<file path="src/rtl/fsp_pkg.sv">
package fsp_pkg;
   typedef enum logic [1:0] {
      OP_READ  = 2'b00,
      OP_PROG  = 2'b01,
      OP_ERASE = 2'b10,
      OP_BAD   = 2'b11
   } op_e;

   typedef enum logic [1:0] {
      ST_IDLE   = 2'd0,
      ST_PULSE  = 2'd1,
      ST_FINISH = 2'd2
   } seq_st_e;

   localparam logic [2:0] RA_CTRL    = 3'd0;
   localparam logic [2:0] RA_TRIG    = 3'd1;
   localparam logic [2:0] RA_ADDR_HI = 3'd2;
   localparam logic [2:0] RA_ADDR_LO = 3'd3;
   localparam logic [2:0] RA_DATA    = 3'd4;
   localparam logic [2:0] RA_OP      = 3'd5;
   localparam logic [2:0] RA_REGION  = 3'd6;

   localparam int unsigned CTRL_EN_BIT   = 0;
   localparam int unsigned CTRL_FAIL_BIT = 1;
endpackage

</file>
<file path="src/rtl/fsp_regs.sv">
module fsp_regs
   import fsp_pkg::*;
#(
   parameter int unsigned N_REGIONS = 4
) (
   input  logic                 clk,
   input  logic                 rst_n,
   input  logic                 wr_en,
   input  logic [2:0]           reg_addr,
   input  logic [7:0]           wdata,
   output logic [7:0]           rdata,
   input  logic                 prot_open,
   input  logic                 op_done,
   input  logic                 op_fail,
   input  logic                 rd_load,
   input  logic [7:0]           rd_byte,
   output logic                 go,
   output logic [15:0]          tgt_addr,
   output logic [7:0]           wr_byte,
   output logic [1:0]           op_code,
   output logic [N_REGIONS-1:0] region_en
);
   logic                 en_q, fail_q, go_q;
   logic [7:0]           ahi_q, alo_q, dat_q;
   logic [1:0]           op_q;
   logic [N_REGIONS-1:0] rgn_q;
   logic [7:0]           rgn_rd;
   logic                 host_ok;

   assign host_ok = wr_en && !go_q;

   always_ff @(posedge clk or negedge rst_n) begin
      if (!rst_n) begin
         en_q   <= 1'b0;
         fail_q <= 1'b0;
         go_q   <= 1'b0;
         ahi_q  <= '0;
         alo_q  <= '0;
         dat_q  <= '0;
         op_q   <= '0;
         rgn_q  <= '0;
      end else begin
         if (host_ok && prot_open && reg_addr == RA_CTRL) begin
            en_q <= wdata[CTRL_EN_BIT];
            if (!wdata[CTRL_FAIL_BIT]) fail_q <= 1'b0;
         end
         if (host_ok && prot_open && en_q && reg_addr == RA_TRIG && wdata[0])
            go_q <= 1'b1;
         if (host_ok && reg_addr == RA_ADDR_HI) ahi_q <= wdata;
         if (host_ok && reg_addr == RA_ADDR_LO) alo_q <= wdata;
         if (host_ok && reg_addr == RA_DATA)    dat_q <= wdata;
         if (host_ok && reg_addr == RA_OP)      op_q  <= wdata[1:0];
         if (host_ok && reg_addr == RA_REGION)  rgn_q <= wdata[N_REGIONS-1:0];
         if (rd_load) dat_q <= rd_byte;
         if (op_done) begin
            go_q   <= 1'b0;
            fail_q <= op_fail;
         end
      end
   end

   generate
      if (N_REGIONS < 8) begin : g_rgn_pad
         assign rgn_rd = {{(8 - N_REGIONS){1'b0}}, rgn_q};
      end else begin : g_rgn_full
         assign rgn_rd = rgn_q;
      end
   endgenerate

   always_comb begin
      rdata = '0;
      case (reg_addr)
         RA_CTRL:    rdata = {6'd0, fail_q, en_q};
         RA_TRIG:    rdata = {7'd0, go_q};
         RA_ADDR_HI: rdata = ahi_q;
         RA_ADDR_LO: rdata = alo_q;
         RA_DATA:    rdata = dat_q;
         RA_OP:      rdata = {6'd0, op_q};
         RA_REGION:  rdata = rgn_rd;
         default:    rdata = '0;
      endcase
   end

   assign go        = go_q;
   assign tgt_addr  = {ahi_q, alo_q};
   assign wr_byte   = dat_q;
   assign op_code   = op_q;
   assign region_en = rgn_q;

   assert_trigger_needs_enable_R3: assert property (@(posedge clk) disable iff (!rst_n)
      $rose(go_q) |-> ($past(en_q) && $past(prot_open)));

   assert_busy_writes_frozen_R13: assert property (@(posedge clk) disable iff (!rst_n)
      (go_q && $past(go_q)) |-> $stable({ahi_q, alo_q, op_q, rgn_q}));
endmodule

</file>
<file path="src/rtl/fsp_timer.sv">
module fsp_timer #(
   parameter int unsigned CW = 8
) (
   input  logic          clk,
   input  logic          rst_n,
   input  logic          load,
   input  logic [CW-1:0] load_val,
   output logic          expired
);
   logic [CW-1:0] cnt_q;

   always_ff @(posedge clk or negedge rst_n) begin
      if (!rst_n)              cnt_q <= '0;
      else if (load)           cnt_q <= load_val;
      else if (cnt_q != '0)    cnt_q <= cnt_q - 1'b1;
   end

   assign expired = (cnt_q == '0);
endmodule

</file>
<file path="src/rtl/fsp_ctrl.sv">
module fsp_ctrl
   import fsp_pkg::*;
#(
   parameter int unsigned CW          = 8,
   parameter logic [CW-1:0] PROG_LD   = '0,
   parameter logic [CW-1:0] ERASE_LD  = '0,
   parameter logic [CW-1:0] READ_LD   = '0
) (
   input  logic          clk,
   input  logic          rst_n,
   input  logic          go,
   input  logic [1:0]    op_code,
   input  logic          region_ok,
   input  logic          inhibit,
   input  logic          expired,
   output logic          timer_load,
   output logic [CW-1:0] load_val,
   output logic          mem_req,
   output logic          mem_commit,
   output logic          op_done,
   output logic          op_fail
);
   seq_st_e st_q, st_d;
   logic    fail_q;
   logic    modify, reject;

   assign modify = (op_code == OP_PROG) || (op_code == OP_ERASE);
   assign reject = (op_code == OP_BAD) || (modify && (!region_ok || inhibit));

   always_comb begin
      st_d       = st_q;
      timer_load = 1'b0;
      case (st_q)
         ST_IDLE: if (go) begin
            if (reject) st_d = ST_FINISH;
            else begin
               st_d       = ST_PULSE;
               timer_load = 1'b1;
            end
         end
         ST_PULSE:  if (expired) st_d = ST_FINISH;
         ST_FINISH: st_d = ST_IDLE;
         default:   st_d = ST_IDLE;
      endcase
   end

   always_comb begin
      case (op_code)
         OP_PROG:  load_val = PROG_LD;
         OP_ERASE: load_val = ERASE_LD;
         default:  load_val = READ_LD;
      endcase
   end

   always_ff @(posedge clk or negedge rst_n) begin
      if (!rst_n) begin
         st_q   <= ST_IDLE;
         fail_q <= 1'b0;
      end else begin
         st_q <= st_d;
         if (st_q == ST_IDLE && go) fail_q <= reject;
      end
   end

   assign mem_req    = (st_q == ST_PULSE);
   assign mem_commit = (st_q == ST_PULSE) && expired;
   assign op_done    = (st_q == ST_FINISH);
   assign op_fail    = fail_q;

   assert_pulse_only_when_started_R5: assert property (@(posedge clk) disable iff (!rst_n)
      (st_q != ST_IDLE) |-> go);
endmodule

</file>
<file path="src/rtl/fsp_seq.sv">
module fsp_seq
   import fsp_pkg::*;
#(
   parameter int unsigned CLK_HZ    = 24_000_000,
   parameter int unsigned N_REGIONS = 4,
   parameter int unsigned PROG_NS   = 23_500,
   parameter int unsigned ERASE_NS  = 5_000_000,
   parameter int unsigned READ_CYC  = 1
) (
   input  logic        clk,
   input  logic        rst_n,
   input  logic        reg_wr,
   input  logic [2:0]  reg_addr,
   input  logic [7:0]  reg_wdata,
   output logic [7:0]  reg_rdata,
   input  logic        prot_open,
   input  logic        bo_inhibit_cfg,
   input  logic        bod_enable,
   input  logic        vdd_low,
   output logic        cpu_stall,
   output logic        mem_req,
   output logic        mem_commit,
   output logic [1:0]  mem_op,
   output logic [15:0] mem_addr,
   output logic [7:0]  mem_wdata,
   input  logic [7:0]  mem_rdata
);
   localparam longint unsigned NS_PER_S  = 64'd1_000_000_000;
   localparam int unsigned PROG_CYC  = int'((64'(CLK_HZ) * 64'(PROG_NS)) / NS_PER_S);
   localparam int unsigned ERASE_CYC = int'((64'(CLK_HZ) * 64'(ERASE_NS)) / NS_PER_S);
   localparam int unsigned MAX_A     = (ERASE_CYC > PROG_CYC) ? ERASE_CYC : PROG_CYC;
   localparam int unsigned MAX_CYC   = (MAX_A > READ_CYC) ? MAX_A : READ_CYC;
   localparam int unsigned CW        = $clog2(MAX_CYC + 1);

   generate
      if (PROG_CYC < 1 || ERASE_CYC < 1 || READ_CYC < 1) begin : g_bad_timing
         $error("fsp_seq: every pulse must last at least one clock cycle");
      end
      if (N_REGIONS < 1 || N_REGIONS > 8 || (N_REGIONS & (N_REGIONS - 1)) != 0) begin : g_bad_regions
         $error("fsp_seq: N_REGIONS must be a power of two from 1 to 8");
      end
   endgenerate

   logic                 go, expired, timer_load, op_done, op_fail, rd_load;
   logic                 region_ok, inhibit;
   logic [15:0]          tgt_addr;
   logic [7:0]           wr_byte;
   logic [1:0]           op_code;
   logic [N_REGIONS-1:0] region_en;
   logic [CW-1:0]        load_val;

   fsp_regs #(.N_REGIONS(N_REGIONS)) u_regs (
      .clk       (clk),
      .rst_n     (rst_n),
      .wr_en     (reg_wr),
      .reg_addr  (reg_addr),
      .wdata     (reg_wdata),
      .rdata     (reg_rdata),
      .prot_open (prot_open),
      .op_done   (op_done),
      .op_fail   (op_fail),
      .rd_load   (rd_load),
      .rd_byte   (mem_rdata),
      .go        (go),
      .tgt_addr  (tgt_addr),
      .wr_byte   (wr_byte),
      .op_code   (op_code),
      .region_en (region_en)
   );

   generate
      if (N_REGIONS == 1) begin : g_one_region
         assign region_ok = region_en[0];
      end else begin : g_multi_region
         localparam int unsigned RB = $clog2(N_REGIONS);
         assign region_ok = region_en[tgt_addr[15 -: RB]];
      end
   endgenerate

   assign inhibit = bo_inhibit_cfg && bod_enable && vdd_low;

   fsp_ctrl #(
      .CW       (CW),
      .PROG_LD  (CW'(PROG_CYC - 1)),
      .ERASE_LD (CW'(ERASE_CYC - 1)),
      .READ_LD  (CW'(READ_CYC - 1))
   ) u_ctrl (
      .clk        (clk),
      .rst_n      (rst_n),
      .go         (go),
      .op_code    (op_code),
      .region_ok  (region_ok),
      .inhibit    (inhibit),
      .expired    (expired),
      .timer_load (timer_load),
      .load_val   (load_val),
      .mem_req    (mem_req),
      .mem_commit (mem_commit),
      .op_done    (op_done),
      .op_fail    (op_fail)
   );

   fsp_timer #(.CW(CW)) u_timer (
      .clk      (clk),
      .rst_n    (rst_n),
      .load     (timer_load),
      .load_val (load_val),
      .expired  (expired)
   );

   assign rd_load   = mem_commit && (op_code == OP_READ);
   assign cpu_stall = go;
   assign mem_op    = op_code;
   assign mem_addr  = tgt_addr;
   assign mem_wdata = wr_byte;

   assert_commit_under_stall_R5: assert property (@(posedge clk) disable iff (!rst_n)
      mem_commit |-> cpu_stall);

   assert_commit_region_enabled_R9: assert property (@(posedge clk) disable iff (!rst_n)
      (mem_commit && (mem_op == OP_PROG || mem_op == OP_ERASE)) |-> region_ok);

   assert_no_undefined_commit_R10: assert property (@(posedge clk) disable iff (!rst_n)
      mem_commit |-> (mem_op != OP_BAD));
endmodule

</file>
<file path="config.mk">
export PLATFORM = sky130hd
export DESIGN_NAME = fsp_seq
export DESIGN_NICKNAME = d
export VERILOG_FILES = /design/src/rtl/fsp_pkg.sv /design/src/rtl/fsp_regs.sv /design/src/rtl/fsp_timer.sv /design/src/rtl/fsp_ctrl.sv /design/src/rtl/fsp_seq.sv
export SDC_FILE = /design/constraint.sdc
export NUM_CORES = 1
export LEC_CHECK = 0
export BUFFER_PORTS_ARGS = -buffer_cell sky130_fd_sc_hd__buf_2
export CORE_UTILIZATION = 55
export DETAILED_ROUTE_END_ITERATION = 7
export PLACE_DENSITY = 0.89
export RECOVER_POWER = 25
export SLEW_MARGIN = 40
export SYNTH_ARGS = -nofsm -noshare
export SYNTH_HDL_FRONTEND = slang
export SYNTH_SLANG_ARGS = --single-unit
</file>
<file path="constraint.sdc">
create_clock -name clk -period 6.5 [get_ports clk]
set_input_delay 1.95 -clock clk [delete_from_list [all_inputs] [get_ports clk]]
set_output_delay 1.95 -clock clk [all_outputs]
set_load 0.02 [all_outputs]
</file>
==> results of run 1 <==
-- metrics by stage --
stage               instances  hold slack [ns]  power (mW)  setup WS, ns
global route              391           0.5000       1.379         1.342
global placement          383           0.4615       1.071         1.505
floorplan                 265           0.4396      0.9292         1.576
finish                    391           0.4821       1.294         1.460
CTS                       391           0.4816       1.298         1.485
detailed placement        383           0.4709       1.098         1.479
-- power by group through the flow --
stage	combinational, mW	sequential, mW	clock [mW]
2_1_floorplan	0.299	0.630	0
3_3_place_gp	0.486	0.585	0
3_5_place_dp	0.508	0.590	0
4_1_cts	0.508	0.586	0.205
5_1_grt	0.555	0.607	0.217
6_report	0.504	0.590	0.200
-- registers in the layout (all words and copies together) (netlist names), 2 cells and up --
| register | count |
|---|---|
| u_timer.cnt_q | 17 |
| u_regs.ahi_q | 8 |
| u_regs.alo_q | 8 |
| u_regs.wr_byte | 8 |
| u_regs.region_en | 4 |
| u_ctrl.st_q | 2 |
| u_regs.op_code | 2 |
-- Yosys cell counts (all sizes together), types with 3 or more instances --
library cell	n
dfrtp	53
mux2	25
nor2	23
o21ai	21
nand2	20
mux2i	17
a21oi	12
nor2b	12
xnor2	10
clkbuf	8
and3	5
ha	5
inv	5
a22oi	4
buf	4
nor4	4
xor2	4
a22o	3
a31oi	3
nand3	3
or4	3
-- logic make-up (layout without fill, tap and decap cells) --
kind of cell / count (synthesis) / in the layout / share of synthesized area
fa+ha+maj: 5 / 5 / 0.02245
xor+xnor: 14 / 14 / 0.04400
mux: 42 / 42 / 0.1621
compound gates: 50 / 50 / 0.1078
flops: 53 / 53 / 0.4760
simple gates: 84 / 84 / 0.1634
buf+inv: 17 / 76 / 0.02425
-- worst paths after layout --
| path | start | endpoint | slack [ns] | cells past startpoint |
|---|---|---|---|---|
| max in group asynchronous | rst_n | u_timer.cnt_q[4]$_DFFE_PN0P_ | 2.34 | 2 |
| worst min register to register | u_ctrl.st_q[1]$_DFFE_PN0P_ | u_ctrl.st_q[1]$_DFFE_PN0P_ | 0.48 | 1 |
| worst max-delay path | reg_addr[0] | reg_rdata[3] | 1.46 | 6 |
| worst min-delay path | u_ctrl.st_q[1]$_DFFE_PN0P_ | u_ctrl.st_q[1]$_DFFE_PN0P_ | 0.48 | 1 |
| min in group asynchronous | rst_n | u_regs.en_q$_DFFE_PN0P_ | 2.61 | 2 |
| worst max register to register | u_regs.op_code[0]$_DFFE_PN0P_ | u_timer.cnt_q[3]$_DFFE_PN0P_ | 3.97 | 7 |
-- area by class of cell --
class | instances | area share
Tap cell | 67 | 0.02590
Inverter | 5 | 0.005798
Sequential cell | 53 | 0.4097
Clock buffer | 7 | 0.02976
Timing Repair Buffer | 63 | 0.09702
Clock inverter | 1 | 0.001546
Multi-Input combinational cell | 195 | 0.4302
-- metal layers --
layer,share of wire,vias up
li1,-,1051
met3,0.053,8
met2,0.48,64
met4,0.0094,0
met5,0,-
met1,0.46,1112
-- critical path: cells and delay by family --
family,cells,cell delay [ns]
buf+inv,2,0.47
simple gates,2,0.40
compound gates,2,0.27
==> flow_summary.ini, run 1 <==
[pwr]
power_frac_comb = 0.389
p_int_uw = 777.3
p_per_area_nw_per_um2 = 399.9
ir_worst_vdd_mv = 0.1829
seq_power_share = 0.456
p_sw_frac = 0.3995
p_sw_uw = 517.1
p_leak_nw = 1.524
p_clk_frac = 0.155

[run]
drv_cap = 1

[global_routing]
antenna_found_initial = 0
met1_usage = 0.3556
grt_pass1_wl_microns = 9922
grt.overflow.total = 0
first_global_vias = 2032
gr-usage-met3 = 0.04420
use_met2 = 0.3848
grt.total_usage = 0.2454
grt_start_max_net_pins = 54
busiest_layer = met2

[yosys]
synth_top_area_frac = 0.4760
synth_area_leaders = dfrtp_1 (48%), mux2_2 (10%), mux2i_1 (6.1%)
ys.flop_type = dfrtp_1
yosys_warnings = 0
ys_seq_area_frac = 0.4760
syn_inst = 265
synth_nets = 296
ys_types = 41
ys_ff_latch = 53
async_flop_share = 1.000
syn_avg_cell_area_sq_um = 10.51
synth_top_area_cell = dfrtp_1
synth_area_sq_um = 2786
synth_edf_count = 0

[setup_path]
endpoint_kind = primary output
criticalPathCategory = in -> out
crit_path_cell_trace = buf_2 > nor2b_1 > a22o_1 > nand2_1 > o21ai_0 > buf_2
worstPathRequired_ns = 4.55
start_kind = input pin
crit_fanout = 16
max_stage_delay_ns = 0.35
crit_top_cell = buf_2
cp_slowest_cell = nor2b_1
critPathArrivalTime_ns = 3.09

[floorplanning]
ios = 63
die_h_microns = 73.18
core_area_sq_um = 4786
rows = 25
dieWidth_microns = 73.18
dieArea_sq_um = 5355
start_util = 0.5822

[finish]
antenna_cells = 0
nFillCells = 376
finalInstanceArea_sq_um = 3237
final_core_util = 0.6763
multi_input_area_sq_um = 1393
layout_common_cells = buf_2 (62), dfrtp_1 (53), mux2_2 (25)
drive_gt1_frac = 0.3117
final_common_cell = buf_2
nNetsFinal = 354
ff_latch_area_sq_um = 1326
area_growth_pct = 16.17

[sta]
fmax_mhz = 198.4
setup_viol = 0
slew_viol_final = 54
worstMarginPinSlew_ns = 2.754
fin_setup_tns_ns = 0
fin_crit_ns = 5.040
timing_hold_violations_final = 0
rsz0062_at_grt = no
skew_ns = 0.006006
finalCritPeriodShare = 0.7754
relSlewSlack = -0.8363

[clock_network]
cts_hold_buf = 0
insertion_delay_ns = 0.31
cts_tree = built
post_cts_buffers = 0
clk_pin_slew_ns = 0.09
root_buffer = clkbuf_8
numCtsBuffers = 5
cts-resized-gates = 0
cts_htree_levels = 2
cts_sinks = 53
cts_buffer_depth = 2

[placement]
placed_area_sq_um = 3139
hpwl_microns = 4565
port_buffers = 62
gp_congestion = 0.8950

[outcome]
violations = max-capacitance violations, max-slew violations
status = finished with violations

[detailed_routing]
num_vias = 2235
route.detailed.drc = 0
routed_via_density = 5.716
ant_nets = 0
drtIter0Drc = 146
drt-total-wl_microns = 6196
drt_pass1_iterations = 4
avgRoutedWirePerCell_microns = 15.85

[hold_path]
worstHoldPathType = reg -> reg
No activity file was read; power rests on OpenSTA's default activity.
==> run 2, diff against run 1 <==
--- a/config.mk
+++ b/config.mk
@@ -6,9 +6,9 @@
 export NUM_CORES = 1
 export LEC_CHECK = 0
 export BUFFER_PORTS_ARGS = -buffer_cell sky130_fd_sc_hd__buf_2
-export CORE_UTILIZATION = 55
+export CORE_UTILIZATION = 49
 export DETAILED_ROUTE_END_ITERATION = 7
-export PLACE_DENSITY = 0.89
+export PLACE_DENSITY = 0.84
 export RECOVER_POWER = 25
 export SLEW_MARGIN = 40
 export SYNTH_ARGS = -nofsm -noshare
==> constraint.sdc (replaced) <==
create_clock -name clk -period 4.51 [get_ports clk]
set_input_delay 1.353 -clock clk [delete_from_list [all_inputs] [get_ports clk]]
set_output_delay 1.353 -clock clk [all_outputs]
set_load 0.02 [all_outputs]
==> flow_summary.ini, run 2 (synthesis gave the netlist of run 1 again) <==
[outcome]
status = finished with violations
violations = max-capacitance violations, max-slew violations

[sta]
worstMarginPinSlew_ns = 2.034
rsz0062_at_grt = no
fin_crit_ns = 3.821
worst_slack_ns = 0.6895
finalCritPeriodShare = 0.8471
fin_setup_tns_ns = 0
skew_ns = 0.01218
slew_viol_final = 40
relSlewSlack = -0.3563
fmax_mhz = 261.7
timing_hold_violations_final = 0
setup_viol = 0
whs_ns = 0.4828

[pwr]
p_leak_nw = 1.526
p_clk_frac = 0.169
finalPower_mw = 1.900
seq_power_share = 0.448
ir_worst_vdd_mv = 0.2259
p_int_mw = 1.148
p_sw_frac = 0.3960
power_frac_comb = 0.383
p_per_area_nw_per_um2 = 583.7
p_sw_uw = 752.5

[global_routing]
grt.total_usage = 0.2234
grt_start_max_net_pins = 40
met1_usage = 0.3128
grt_pass1_wl_microns = 10440
busiest_layer = met2
use_met2 = 0.3460
grt.overflow.total = 0
first_global_vias = 2121
gr-usage-met3 = 0.03765
antenna_found_initial = 0

[setup_path]
crit_path_cell_trace = buf_2 > nor2b_1 > a22o_1 > nand2_1 > o21ai_0 > buf_2
endpoint_kind = primary output
r2r_end = u_regs.wr_byte[4]$_DFFE_PN0P_
max_stage_delay_ns = 0.33
start_kind = input pin
reg2reg_depth = 5
cp.buffers_inverters = 2
path_delay_family = buffers and inverters
crit_start = reg_addr[0]
crit_fanout = 16
worstPathRequired_ns = 3.16
critPathArrivalTime_ns = 2.47
cp_slowest_cell = nor2b_1
r2r_start = u_timer.cnt_q[4]$_DFFE_PN0P_
r2r_setup_slack_ns = 1.95
crit_top_cell = buf_2
criticalPathCategory = in -> out

[finish]
final_core_util = 0.5912
finalInstanceArea_sq_um = 3256
nFillCells = 465
layout_common_cells = buf_2 (61), dfrtp_1 (53), mux2_2 (25)
area_growth_pct = 16.84
finalNonFillerCells = 396
antenna_cells = 0
largest-register = u_timer.cnt_q
nNetsFinal = 354
drive_gt1_frac = 0.3086
largest_reg_flops = 17
final_common_cell = buf_2

[detailed_routing]
drt-total-wl_microns = 6306
route.detailed.drc = 0
routed_via_density = 5.621
drt_pass1_iterations = 4
ant_nets = 0
avgRoutedWirePerCell_microns = 15.92
drtIter0Drc = 138
num_vias = 2226

[placement]
pre_cts_ws_ns = 0.7068
placed_area_sq_um = 3148
port_buffers = 62
gp_congestion = 0.8963
post-place-cells = 388
hpwl_microns = 4596

[clock_network]
clk_pin_slew_ns = 0.10
cts-resized-gates = 0
post_cts_buffers = 0
insertion_delay_ns = 0.30
cts_sinks = 53
numCtsBuffers = 5
cts_htree_levels = 2
root_buffer = clkbuf_8
cts_hold_buf = 0
cts_buffer_depth = 2
cts_tree = built

[floorplanning]
core_area_sq_um = 5507
rows = 27
start_util = 0.5060
dieWidth_microns = 77.41
die_h_microns = 77.41
dieArea_sq_um = 5992
ios = 63

[hold_path]
min_from = u_ctrl.st_q[1]$_DFFE_PN0P_
hold_path_end = u_ctrl.st_q[1]$_DFFE_PN0P_
worstHoldPathType = reg -> reg
hold_path_depth = 1

[run]
drv_cap = 1
run 2: cell types whose count changed in the layout (fill, tap and decap cells not counted):
cell / delta
buf_2: -1
buf_4: +1
bufinv_16: +1
clkbuf_1: +1
clkbuf_8: -2
clkinv_2: -1
clkinv_4: +1
run 2: worst max-delay path by stage:
stage                         endpoint  slack, ns  cells after the start
after floorplan           reg_rdata[2]       0.78                      4
after global placement    reg_rdata[2]       0.73                      6
after detailed placement  reg_rdata[2]       0.71                      6
after CTS                 reg_rdata[2]       0.70                      6
after global routing      reg_rdata[3]       0.56                      6
final                     reg_rdata[2]       0.69                      6
run 2: worst reg2reg max path: stages, from the launching register on:
cell and delay (ns):
dfrtp_1 0.43, or4_1 0.61, nor4_4 0.62, nand4_2 0.47
nor2_1 0.25, a21oi_1 0.06
run 2: per-layer routing:
layer  wire length, microns  share of wire
met3                    286          0.045
met1                   2939           0.47
met4                    104          0.016
met5                      0              0
met2                   2975           0.47
run 2: cell type report:
| type | instances | area, sq um | share of cell area |
|---|---|---|---|
| clock buffer | 6 | 72.57 | 0.02229 |
| clock inverter | 2 | 38.79 | 0.01191 |
| inverter | 5 | 18.77 | 0.005765 |
| multi-input combinational | 195 | 1393 | 0.4277 |
| sequential | 53 | 1326 | 0.4074 |
| tap | 72 | 90.09 | 0.02767 |
| timing repair buffer | 63 | 316.6 | 0.09723 |
run 2: power by group through the flow:
stage / Sequential (mW) / Combinational (mW) / Clock [mW]
3_5_place_dp: 0.854 / 0.730 / 0
4_1_cts: 0.846 / 0.734 / 0.327
3_3_place_gp: 0.843 / 0.704 / 0
2_1_floorplan: 0.908 / 0.431 / 0
6_report: 0.851 / 0.727 / 0.322
5_1_grt: 0.877 / 0.801 / 0.348
